**src/rtl/iac_pkg.sv**
```systemverilog
package iac_pkg;
  localparam int PRIO_W = 5;
  localparam int VEC_W  = 8;
  localparam int TP_W   = 4;

  typedef enum logic [1:0] {
    SEL_TP   = 2'd0,
    SEL_SPUR = 2'd1,
    SEL_ACK  = 2'd2,
    SEL_EOI  = 2'd3
  } reg_sel_e;

  function automatic logic beats_tp(input logic [PRIO_W-1:0] p, input logic [TP_W-1:0] tp);
    return p > {1'b0, tp};
  endfunction

  function automatic logic may_enter(input logic [PRIO_W-1:0] p, input logic [TP_W-1:0] tp);
    return (p != '0) && beats_tp(p, tp);
  endfunction
endpackage

```
**src/rtl/iac_pick.sv**
```systemverilog
module iac_pick #(
  parameter int NSRC  = 16,
  localparam int IDX_W = (NSRC > 1) ? $clog2(NSRC) : 1
) (
  input  logic [NSRC-1:0]                  members,
  input  logic [NSRC*iac_pkg::PRIO_W-1:0]  prio_flat,
  output logic                             found,
  output logic [IDX_W-1:0]                 idx,
  output logic [iac_pkg::PRIO_W-1:0]       best
);
  always_comb begin
    found = 1'b0;
    idx   = '0;
    best  = '0;
    for (int i = 0; i < NSRC; i++) begin
      if (members[i] && (!found || prio_flat[i*iac_pkg::PRIO_W +: iac_pkg::PRIO_W] > best)) begin
        found = 1'b1;
        best  = prio_flat[i*iac_pkg::PRIO_W +: iac_pkg::PRIO_W];
        idx   = IDX_W'(i);
      end
    end
  end
endmodule

```
**src/rtl/iac_regs.sv**
```systemverilog
module iac_regs (
  input  logic                        clk,
  input  logic                        rst_n,
  input  logic                        rd_en,
  input  logic [1:0]                  rd_sel,
  input  logic                        wr_en,
  input  logic [1:0]                  wr_sel,
  input  logic [iac_pkg::VEC_W-1:0]   wdata,
  input  logic [iac_pkg::VEC_W-1:0]   ack_vec,
  output logic [iac_pkg::TP_W-1:0]    tp,
  output logic [iac_pkg::VEC_W-1:0]   spv,
  output logic [iac_pkg::VEC_W-1:0]   rdata
);
  import iac_pkg::*;

  always_ff @(posedge clk) begin
    if (!rst_n) begin
      tp    <= 4'hF;
      spv   <= 8'hFF;
      rdata <= '0;
    end else begin
      if (wr_en) begin
        case (reg_sel_e'(wr_sel))
          SEL_TP:   tp  <= wdata[TP_W-1:0];
          SEL_SPUR: spv <= wdata;
          default: ;
        endcase
      end
      if (rd_en) begin
        case (reg_sel_e'(rd_sel))
          SEL_TP:   rdata <= {{(VEC_W-TP_W){1'b0}}, tp};
          SEL_SPUR: rdata <= spv;
          SEL_ACK:  rdata <= ack_vec;
          default:  rdata <= '0;
        endcase
      end
    end
  end
endmodule

```
**src/rtl/iac_unit.sv**
```systemverilog
module iac_unit #(
  parameter int NSRC = 16
) (
  input  logic                              clk,
  input  logic                              rst_n,
  input  logic [NSRC*iac_pkg::PRIO_W-1:0]   src_prio,
  input  logic [NSRC*iac_pkg::VEC_W-1:0]    src_vec,
  input  logic [NSRC-1:0]                   src_sense,
  input  logic [NSRC-1:0]                   src_act,
  input  logic [NSRC-1:0]                   src_fire,
  output logic [NSRC-1:0]                   act_clr,
  input  logic                              rd_en,
  input  logic [1:0]                        rd_sel,
  input  logic                              wr_en,
  input  logic [1:0]                        wr_sel,
  input  logic [iac_pkg::VEC_W-1:0]         wdata,
  output logic [iac_pkg::VEC_W-1:0]         rdata,
  output logic                              irq
);
  import iac_pkg::*;
  localparam int IDX_W = (NSRC > 1) ? $clog2(NSRC) : 1;

  logic [NSRC-1:0]   raised_q, svc_q, fire_ok, win_oh, svc_oh;
  logic              r_found, s_found;
  logic [IDX_W-1:0]  r_idx, s_idx;
  logic [PRIO_W-1:0] r_best, s_best, w_prio;
  logic [VEC_W-1:0]  w_vec, ack_vec, spv;
  logic [TP_W-1:0]   tp;
  logic              w_act, w_sense;
  logic              ack_evt, eoi_evt, ack_hit, ack_spur;

  iac_regs u_regs (
    .clk, .rst_n, .rd_en, .rd_sel, .wr_en, .wr_sel, .wdata,
    .ack_vec, .tp, .spv, .rdata
  );

  iac_pick #(.NSRC(NSRC)) u_pick_raised (
    .members(raised_q), .prio_flat(src_prio),
    .found(r_found), .idx(r_idx), .best(r_best)
  );

  iac_pick #(.NSRC(NSRC)) u_pick_svc (
    .members(svc_q), .prio_flat(src_prio),
    .found(s_found), .idx(s_idx), .best(s_best)
  );

  for (genvar i = 0; i < NSRC; i++) begin : g_fire
    assign fire_ok[i] = src_fire[i] && !raised_q[i] &&
                        may_enter(src_prio[i*PRIO_W +: PRIO_W], tp);
  end

  assign ack_evt  = rd_en && (reg_sel_e'(rd_sel) == SEL_ACK);
  assign eoi_evt  = wr_en && (reg_sel_e'(wr_sel) == SEL_EOI);
  assign w_prio   = src_prio[r_idx*PRIO_W +: PRIO_W];
  assign w_vec    = src_vec[r_idx*VEC_W +: VEC_W];
  assign w_act    = src_act[r_idx];
  assign w_sense  = src_sense[r_idx];
  assign win_oh   = r_found ? (NSRC'(1) << r_idx) : '0;
  assign svc_oh   = s_found ? (NSRC'(1) << s_idx) : '0;
  assign ack_hit  = ack_evt && r_found && w_act && beats_tp(w_prio, tp);
  assign ack_spur = ack_evt && r_found && !ack_hit;
  assign ack_vec  = ack_hit ? w_vec : spv;
  assign act_clr  = (ack_spur || (ack_hit && !w_sense)) ? win_oh : '0;
  assign irq      = r_found && beats_tp(r_best, tp) && (!s_found || r_best > s_best);

  always_ff @(posedge clk) begin
    if (!rst_n) begin
      raised_q <= '0;
      svc_q    <= '0;
    end else begin
      raised_q <= (raised_q | fire_ok) & ~(ack_evt ? win_oh : '0);
      svc_q    <= (svc_q | (ack_hit ? win_oh : '0)) & ~(eoi_evt ? svc_oh : '0);
    end
  end
endmodule

```
**config.mk**
```make
export PLATFORM = sky130hd
export DESIGN_NAME = iac_unit
export DESIGN_NICKNAME = d
export VERILOG_FILES = /design/src/rtl/iac_pkg.sv /design/src/rtl/iac_pick.sv /design/src/rtl/iac_regs.sv /design/src/rtl/iac_unit.sv
export SDC_FILE = /design/constraint.sdc
export NUM_CORES = 1
export LEC_CHECK = 0
export ABC_AREA = 1
export ABC_CLOCK_PERIOD_IN_PS = 44600
export BUFFER_PORTS_ARGS = -buffer_cell sky130_fd_sc_hd__buf_2
export CORE_UTILIZATION = 40
export DETAILED_ROUTE_END_ITERATION = 10
export SLEW_MARGIN = 20
export SYNTH_ARGS = -nofsm -noshare
export SYNTH_HDL_FRONTEND = slang
export SYNTH_HIERARCHICAL = 1
export SYNTH_SLANG_ARGS = --single-unit
```
**constraint.sdc**
```tcl
create_clock -name clk -period 44.6 [get_ports clk]
set_input_delay 8.92 -clock clk [delete_from_list [all_inputs] [get_ports clk]]
set_output_delay 8.92 -clock clk [all_outputs]
set_load 0.01 [all_outputs]
```
-- Word-level counts from Yosys, hierarchy flattened
Index checks and enable logic that the tools add are counted.
- flip-flop bits (word level): 52
- input port bits: 272
- multipliers: 1
- magnitude comparators: 50
- eq/ne operators: 4
- shift-type cells: 4
- muxes and demuxes: 106
- bitwise logic cells: 6
- reductions and logical operators: 188
- operator list (operator ; number):
    $mux W5 ; 32
    $gt A5 B5 Y1 ; 31
    $shiftx A128 B8 Y8 ; 1
    $mux W16 ; 6
    $gt A5 B4 Y1 ; 18
    $logic_and A1 B1 Y1 ; 87
    $reduce_bool A5 Y1 ; 16
    $shiftx A80 B8 Y5 ; 1
    $mux W4 ; 16
    $logic_not A1 Y1 ; 49
    $mux W1 ; 36
    $and A16 B16 Y16 ; 2
    $logic_or A1 B1 Y1 ; 32
    $not A16 Y16 ; 2
    $or A16 B16 Y16 ; 2
    $shl A1 B4 Y16 const A ; 2
    $mux W3 ; 8
    $pmux W8 S3 ; 1
    $bmux W1 S4 ; 2
    $mux W2 ; 4
    $mux W8 ; 1
    $mul A4 B3 Y7 const B ; 1
    $lt A4 B5 Y1 const B ; 1
    $eq A2 B1 Y1 const B ; 2
    other kinds (3) ; 6

-- Logic depth before layout (Yosys ltp)
Gate-level depths: netlist (run 1).
- depth after elaboration: 69
- gate-level depth with buffers: 185

-- Cells and area by module
The synthesis (run 1) kept the hierarchy.
- by module, submodules not included (module ; instances ; cells an instance ; area an instance (µm²) ; sequential area each (µm²)):
    iac_pick ; 2 ; 594 ; 3331.9 ; 0.0
    iac_unit ; 1 ; 1021 ; 5743.0 ; 640.6
    iac_regs ; 1 ; 127 ; 859.6 ; 400.4

-- Worst setup path before layout (run 1)
Ideal clock, no wire load.
- path kind: input -> output
- from: in src_prio[4] (netlist bit)
- to: out act_clr[10]
- arrival time: 28.660 ns
- path slack: 7.020 ns
- cell stages on the path: 170
- cells stage by stage: nand2_1 > ha_1 > nand2_1 > nor2_1 > nand2_1 > nand3_1 > nand2_1 > nand2_2 > nand2_4 > o21ai_0 > ha_1 > nand2_1 > inv_1 > nand2_1 > nand3_1 > nand2_1 > o21ai_1 > nand2_1 > [... 134 more ...] > nand2_1 > buf_2 > inv_2 > clkbuf_1 > clkbuf_1 > a41oi_1 > o21ai_0 > nand2_1 > ha_1 > a21oi_1 > o21ai_0 > a21o_1 > nand2_1 > nand2_2 > nand3_2 > nand2_2 > buf_6 > nor2_1
- cells in the longest elaborated chain, start to end: 69
- elaborated cells on any way between the ends: 122
- classes of those cells: mul: 1; order compare: 16; shift: 2; mux: 51; reduce/logical: 52
- ends and longest elaborated chain (what ; line ; source):
    start: declaration ; iac_unit.sv:6 ; input logic [NSRC*iac_pkg::PRIO_W-1:0] src_prio,
    $mux W5 * ; iac_pick.sv:16 ; if (members[i] && (!found || prio_flat[i*iac_pkg::PRIO_W +: iac_pkg::PRIO_W] > best)) begin
    $gt A5 B5 Y1 ; iac_pick.sv:16 ;
    $logic_or A1 B1 Y1 ; iac_pick.sv:16 ;
    $logic_and A1 B1 Y1 ; iac_pick.sv:16 ;
    $mux W5 / $mux W1 (equally long branches) ; iac_pick.sv:16 ;
    $gt A5 B5 Y1 / $logic_not A1 Y1 (equally long branches) ; iac_pick.sv:16 ;
    $logic_or A1 B1 Y1 ; iac_pick.sv:16 ;
    $logic_and A1 B1 Y1 ; iac_pick.sv:16 ;
    [... 53 more ...] ; -- ;
    named net r_idx[2] ; iac_unit.sv:25 ; logic [IDX_W-1:0] r_idx, s_idx;
    $mul A4 B3 Y7 / $bmux W1 S4 (equally long branches) ; iac_unit.sv:54, iac_unit.sv:56 ;
    $shiftx A80 B8 Y5 / $mux W1 (equally long branches) ; iac_unit.sv:54, iac_unit.sv:56 ;
    $gt A5 B4 Y1 / $logic_and A1 B1 Y1 (equally long branches) ; iac_pkg.sv:14, iac_unit.sv:60 ;
    $logic_and A1 B1 Y1 ; iac_unit.sv:60 ; assign ack_hit = ack_evt && r_found && w_act && beats_tp(w_prio, tp);
    $logic_not A1 Y1 ; iac_unit.sv:61 ; assign ack_spur = ack_evt && r_found && !ack_hit;
    $logic_and A1 B1 Y1 ; iac_unit.sv:61 ;
    $logic_or A1 B1 Y1 ; iac_unit.sv:63 ; assign act_clr = (ack_spur || (ack_hit && !w_sense)) ? win_oh : '0;
    $mux W16 * ; iac_unit.sv:63 ;
    end: declaration ; iac_unit.sv:11 ; output logic [NSRC-1:0] act_clr,
Mark *: on every way through the listed nets, which the timed path passes. The rest lies on a longest branch. The select of a mux whose other input is x is not followed.

-- Final worst setup path (run 1)
- from: in src_prio[3] (netlist bit)
- to: out act_clr[10]
Same word-level chain as after synthesis.

==> results of run 1 <==
[layout make-up]
cell class | instances | area [um^2]
Clock inverter | 3 | 28.8
Tap cell | 442 | 553
Fill cell | 3601 | 17400
Inverter | 322 | 1210
Multi-Input combinational cell | 1895 | 10700
Sequential cell | 52 | 1040
Antenna cell | 3 | 7.51
Timing Repair Buffer | 308 | 1570
Clock buffer | 5 | 125
[per-stage QoR]
stage,utilization (%),total power (uW),hold WS (ps),cells
2_1_floorplan,-,800,422,2336
3_3_place_gp,46.2,1090,463,3019
3_5_place_dp,46.2,1100,464,3019
4_1_cts,46.7,1150,478,3027
5_1_grt,46.7,1290,489,3030
6_report,46.7,1160,474,3030
[power groups by stage]
stage               sequential [uW]  combinational, uW  clock, uW
global route                   56.5               1180       48.2
CTS                            55.8               1050       47.2
finish                         56.0               1060       46.8
global placement               56.9               1030          0
floorplan                      54.8                745          0
detailed placement             56.9               1040          0
[registers in the layout (all words and copies together) (netlist names)]
name,flops
u_regs/spv,8
svc_q,16
u_regs/rdata,8
u_regs/tp,4
raised_q,16
[layout by cell type, fill, tap and decap left out, drive strengths merged, types with 7 or more instances in the layout]
master  count
nor3       15
nand3     243
nand4      41
a21oi     110
nand2     806
buf       308
inv       325
a221oi      7
a21o        9
nor4        7
o22ai      22
o221ai      9
o21ai     128
o21bai     24
ha        213
dfxtp      52
o311ai      7
o211ai      9
and2       12
nor2      175
a22oi      17
or2        14
[per-layer routing]
| metal | vias up | track usage [%] | share of wire [%] |
|---|---|---|---|
| met5 | - | 0 | 0 |
| met2 | 592 | 54.4 | 47 |
| met4 | 0 | 11.1 | 3.3 |
| li1 | 8219 | - | - |
| met1 | 7449 | 38.7 | 43 |
| met3 | 96 | 3.97 | 6.3 |
[cells by family (layout without fill, tap and decap cells)]
group	Yosys count	count (layout)	share of synthesized area, %
AOI/OAI and AO/OA	363	363	16.1
and+or+nand+nor	1319	1319	44.3
DFF	52	52	7.85
other	0	3	0
adders and majority gates	213	213	20.1
buffers and inverters	389	638	11.7
[Yosys cell counts (2+ instances only)]
cell type | count | share of area, %
buf_6 | 3 | 0.25
buf_4 | 6 | 0.34
or2_1 | 6 | 0.28
o311ai_0 | 7 | 0.46
nor2_1 | 168 | 4.8
o2111ai_1 | 3 | 0.20
nand4_1 | 41 | 1.9
inv_2 | 11 | 0.31
or3_1 | 2 | 0.094
o21ai_0 | 126 | 4.8
nand3_2 | 44 | 3.3
a31oi_1 | 2 | 0.094
a22oi_1 | 17 | 0.96
buf_2 | 33 | 1.2
or2_2 | 8 | 0.38
a21oi_1 | 109 | 4.1
o31ai_1 | 5 | 0.28
nand2_2 | 36 | 1.7
nor4_1 | 7 | 0.33
a41oi_1 | 2 | 0.13
nor3_1 | 15 | 0.57
dfxtp_1 | 52 | 7.8
o2bb2ai_1 | 2 | 0.13
a211oi_1 | 5 | 0.28
o21ai_1 | 2 | 0.075
and2_1 | 12 | 0.57
nor4b_2 | 2 | 0.23
nand3_1 | 199 | 7.5
o221ai_1 | 9 | 0.59
o21bai_1 | 24 | 1.4
ha_1 | 213 | 20
a21o_1 | 9 | 0.51
nand2_1 | 764 | 22
clkbuf_1 | 20 | 0.57
a221oi_1 | 7 | 0.46
o211ai_1 | 9 | 0.51
nand2_4 | 6 | 0.51
buf_1 | 5 | 0.14
nor2_2 | 6 | 0.28
nand3b_1 | 2 | 0.11
inv_1 | 311 | 8.8
o22ai_1 | 22 | 1.0
[worst max-delay path, delay by kind of cell]
kind                       cells  cell delay (ps)
AOI/OAI and AO/OA             35             5280
buffers and inverters          9             1280
adders and majority gates     16             5010
and+or+nand+nor              100            11990
[final timing paths]
| check | startpoint | end | depth (start not counted) |
|---|---|---|---|
| max | src_prio[3] | act_clr[10] | 160 |
| min | u_regs/rdata[3]$_SDFFE_PN0P_ | u_regs/rdata[3]$_SDFFE_PN0P_ | 2 |
| max reg2reg | raised_q[0]$_SDFF_PN0_ | u_regs/rdata[3]$_SDFFE_PN0P_ | 163 |
| min reg2reg | u_regs/rdata[3]$_SDFFE_PN0P_ | u_regs/rdata[3]$_SDFFE_PN0P_ | 2 |
==> flow_summary_export.csv, run 1 <==
group,metric,value,unit
pwr,intPower,405,uW
clocking,root_buffer,"clkbuf_16",
setup_path,endpoint_kind,"output port",
timing,slew_violations,0,
setup_path,required,35680,ps
clocking,cts_setup_buffers,0,
timing,fmax,24.1,MHz
route,drt_iter0_markers,1264,
placed_design,hpwl,43400,um
yosys,ys_types,46,
yosys,synthCells,2336,
run,drv_cap,0,
setup_path,worst_ep_arrival_time,32530,ps
timing,finalCritPeriodShare,92.9,%
setup_path,slowest_delay,740,ps
layout,finalInstanceArea,15200,um^2
timing,tns,0,ps
min_path,min_path_type,"reg2reg",
clocking,worstSkewPairLatency,330,ps
yosys,ys_async_sr_fraction,0,%
floorplan,num_io_pins,297,
clocking,cts_tree,"yes",
route,wire_per_inst,17.5,um
global_routing,grt_max_degree,46,
placed_design,dpl-instance-area,15100,um^2
timing,finalSetupViolCount,0,
route,dr.pass1.iters,7,
setup_path,crit_slowest_cell,"nor2_4",
timing,setup_ws,3150,ps
status,status,"completed",
yosys,synth_seq_area_share,7.85,%
clocking,hold_buffers,0,
clocking,cts_htree_levels,2,
setup_path,path_common_cell,"nand2_1",
timing,skew,10.3,ps
setup_path,r2r_slack,20430,ps
floorplan,rows,66,
global_routing,grt_overflow,0,
clocking,clockBufferDepth,2,
route,vias_per_cell,5.40,
timing,hold_viol_final,0,
pwr,p_comb_share,91.1,%
setup_path,path_max_fanout,21,
pwr,seqPwrFrac,4.8,%
yosys,syn_nets,2821,
global_routing,grt.total_usage,31.1,%
floorplan,initial_utilization,40.7,%
route,ant_nets,0,
floorplan,die_area,33900,um^2
pwr,vdd_drop_max,0.0583,mV
timing,max_slew_margin,42.6,%
route,drc,0,
setup_path,crit_path_start_kind,"input pin",
floorplan,die-height,184,um
global_routing,grt_pass1_vias,15392,
clocking,clk_pin_slew,90,ps
route,vias,16356,
global_routing,grt_antenna_before_repair,5,
pwr,leakage,0.00863,uW
global_routing,grt_pass1_wl,82200,um
pwr,netSwitchingPower,755,uW
yosys,synth-edff-count,0,
yosys,ys_warn_count,6,
pwr,p_clk_share,4.0,%
floorplan,core,32600,um^2
floorplan,die_w,184,um
yosys,synthFlopType,"dfxtp_1",
clocking,clock-sinks,52,
placed_design,io_buffers,296,
setup_path,crit_type,"in2out",
clocking,cts_buffers,5,
yosys,netlist_area,13300,um^2
placed_design,place.gp.congestion,0.917,
clocking,cts_resized,0,
timing,finalCriticalPeriod,41450,ps
timing,tightestPinTransition,861,ps
route,routed_wl,53100,um
layout,final_layout_size_suffix_gt1_share,16.8,%
placed_design,place_ws,3510,ps
pwr,power_density,76.1,nW/um^2
yosys,synth.avg_cell_area,5.68,um^2
timing,rsz0062_at_grt,"no",
pwr,switching_share,65.0,%
layout,final_nets,3069,
yosys,synth-seq-cells,52,
layout,syn_to_final_growth,14.8,%
Note: power is estimated with default switching activity, not from simulation.
==> inputs of run 2 (changes only) <==
--- a/config.mk
+++ b/config.mk
@@ -7,9 +7,10 @@
 export LEC_CHECK = 0
 export ABC_AREA = 1
 export ABC_CLOCK_PERIOD_IN_PS = 44600
-export BUFFER_PORTS_ARGS = -buffer_cell sky130_fd_sc_hd__buf_2
+export BUFFER_PORTS_ARGS = -buffer_cell sky130_fd_sc_hd__clkbuf_2
 export CORE_UTILIZATION = 40
 export DETAILED_ROUTE_END_ITERATION = 10
+export HOLD_SLACK_MARGIN = 0.02
 export SLEW_MARGIN = 20
 export SYNTH_ARGS = -nofsm -noshare
 export SYNTH_HDL_FRONTEND = slang
==> run 2 against run 1 <==
Against the previous run: total power is essentially flat; flip-flop and latch count stayed put; register-to-register slack got worse by 140 ps; first-iteration DRC count fell by 4.2%; clock skew fell by 1.3 ps.
==> flow_summary_export.csv, run 2 (synthesis gave the netlist of run 1 again) <==
group,metric,value,unit
run,drv_cap,0,
floorplan,rows,66,
pwr,leakage,0.00867,uW
setup_path,rr_worst_depth,164,
timing,slew_violations,0,
min_path,min_path_type,"reg2reg",
floorplan,initial_utilization,40.7,%
clocking,cts_setup_buffers,0,
status,status,"completed",
placed_design,io_buffers,296,
setup_path,r2r_slack,20290,ps
layout,final_cell_mix,"764 x nand2_1, 311 x inv_1, 296 x clkbuf_2",
layout,final_common_cell,"nand2_1",
layout,final_layout_size_suffix_gt1_share,16.8,%
setup_path,crit_path_start_kind,"input pin",
global_routing,grt_max_degree,46,
setup_path,worst_ep_arrival_time,32610,ps
route,vias,16497,
floorplan,die_w,184,um
layout,final_nets,3070,
timing,max_slew_margin,34.6,%
timing,finalCriticalPeriod,41530,ps
setup_path,required,35680,ps
route,vias_per_cell,5.44,
setup_path,crit_type,"in2out",
route,wire_per_inst,17.6,um
timing,finalSetupViolCount,0,
global_routing,grt_pass1_wl,82400,um
global_routing,grt_antenna_before_repair,4,
clocking,root_buffer,"clkbuf_16",
timing,rsz0062_at_grt,"no",
clocking,cts_htree_levels,2,
floorplan,die_area,33900,um^2
setup_path,critPathTopFamily,"simple AND/OR/NAND/NOR gates",
clocking,clock-sinks,52,
setup_path,crit_slowest_cell,"nand3_1",
min_path,hold_end,"u_regs/rdata[3]$_SDFFE_PN0P_",
floorplan,num_io_pins,297,
clocking,clk_pin_slew,90,ps
global_routing,grt_overflow,0,
route,drt_iter0_markers,1211,
timing,fmax,24.1,MHz
timing,tightestPinTransition,981,ps
setup_path,r2r-end,"u_regs/rdata[3]$_SDFFE_PN0P_",
setup_path,r2r-start,"raised_q[0]$_SDFF_PN0_",
clocking,clockBufferDepth,2,
setup_path,slowest_delay,520,ps
clocking,worstSkewPairLatency,320,ps
setup_path,crit_buf_inv,11,
clocking,cts_buffers,5,
placed_design,hpwl,44000,um
setup_path,crit_cells,161,
pwr,power_density,76.1,nW/um^2
placed_design,place.gp.congestion,0.921,
timing,tns,0,ps
floorplan,core,32600,um^2
clocking,hold_buffers,0,
pwr,vdd_drop_max,0.0506,mV
route,ant_nets,0,
floorplan,die-height,184,um
global_routing,grt_pass1_vias,15574,
route,routed_wl,53400,um
route,drc,0,
clocking,cts_resized,0,
setup_path,worstSetupStartpoint,"src_prio[3]",
route,dr.pass1.iters,5,
min_path,min_from,"u_regs/rdata[3]$_SDFFE_PN0P_",
layout,reg_top3,"raised_q x16, svc_q x16",
layout,finish.utilization,46.7,%
min_path,holdPathStages,2,
setup_path,endpoint_kind,"output port",
clocking,cts_tree,"yes",
layout,syn_to_final_growth,14.9,%
global_routing,grt.total_usage,31.1,%
timing,skew,8.94,ps
setup_path,path_max_fanout,45,
setup_path,path_common_cell,"nand2_1",
timing,hold_viol_final,0,
timing,finalCritPeriodShare,93.1,%
==> run 2: changes by cell type in the layout (fill, tap and decap cells not counted) <==
cell,previous run,this run
nor2_2,6,5
buf_4,12,13
buf_2,296,0
nor2_1,166,167
diode_2,3,4
clkbuf_2,0,296
==> run 2: cell type report <==
type,instances,area (um^2)
multi-input combinational,1895,10700
tap,442,553
inverter,322,1210
fill,3579,17400
sequential,52,1040
clock buffer,5,125
timing repair buffer,309,1580
antenna,4,10.0
clock inverter,3,28.8
==> run 2: worst max-delay path by stage <==
stage,end,slack [ps]
4_1_cts,act_clr[10],3570
5_1_grt,act_clr[10],650
2_1_floorplan,act_clr[10],7020
3_3_place_gp,act_clr[10],4350
6_report,act_clr[10],3070
3_5_place_dp,act_clr[10],3650
==> run 2: stage by stage <==
step	power [uW]	area (um^2)	std cells	setup WS, ps	hold slack, ps
floorplan	800	13300	2336	7020	422
global placement	1080	15100	3020	4350	466
detailed placement	1100	15100	3020	3650	466
CTS	1150	15200	3028	3570	480
global route	1280	15200	3032	651	493
finish	1160	15200	3032	3070	475
==> run 2: power breakdown <==
group	switching, uW	internal, uW	leakage [uW]
Sequential	5.60	50.3	0.000427
Combinational	725	333	0.00817
Clock	24.6	21.9	0.0000768
==> run 2: per-layer routing <==
layer  wire length [um]  part of all wire [%]  track usage, %
met1              22600                    42            37.5
met2              25500                    48            55.5
met3               3240                   6.1            4.07
met4               2060                   3.9            12.4
met5                  0                     0               0
==> run 2: worst reg2reg max path, delay by kind of cell, from the launching register on <==
family,cells,cell delay (ps)
fa+ha+maj,16,4940
flops,1,580
simple gates,99,11140
compound gates,38,5850
buf+inv,11,1710
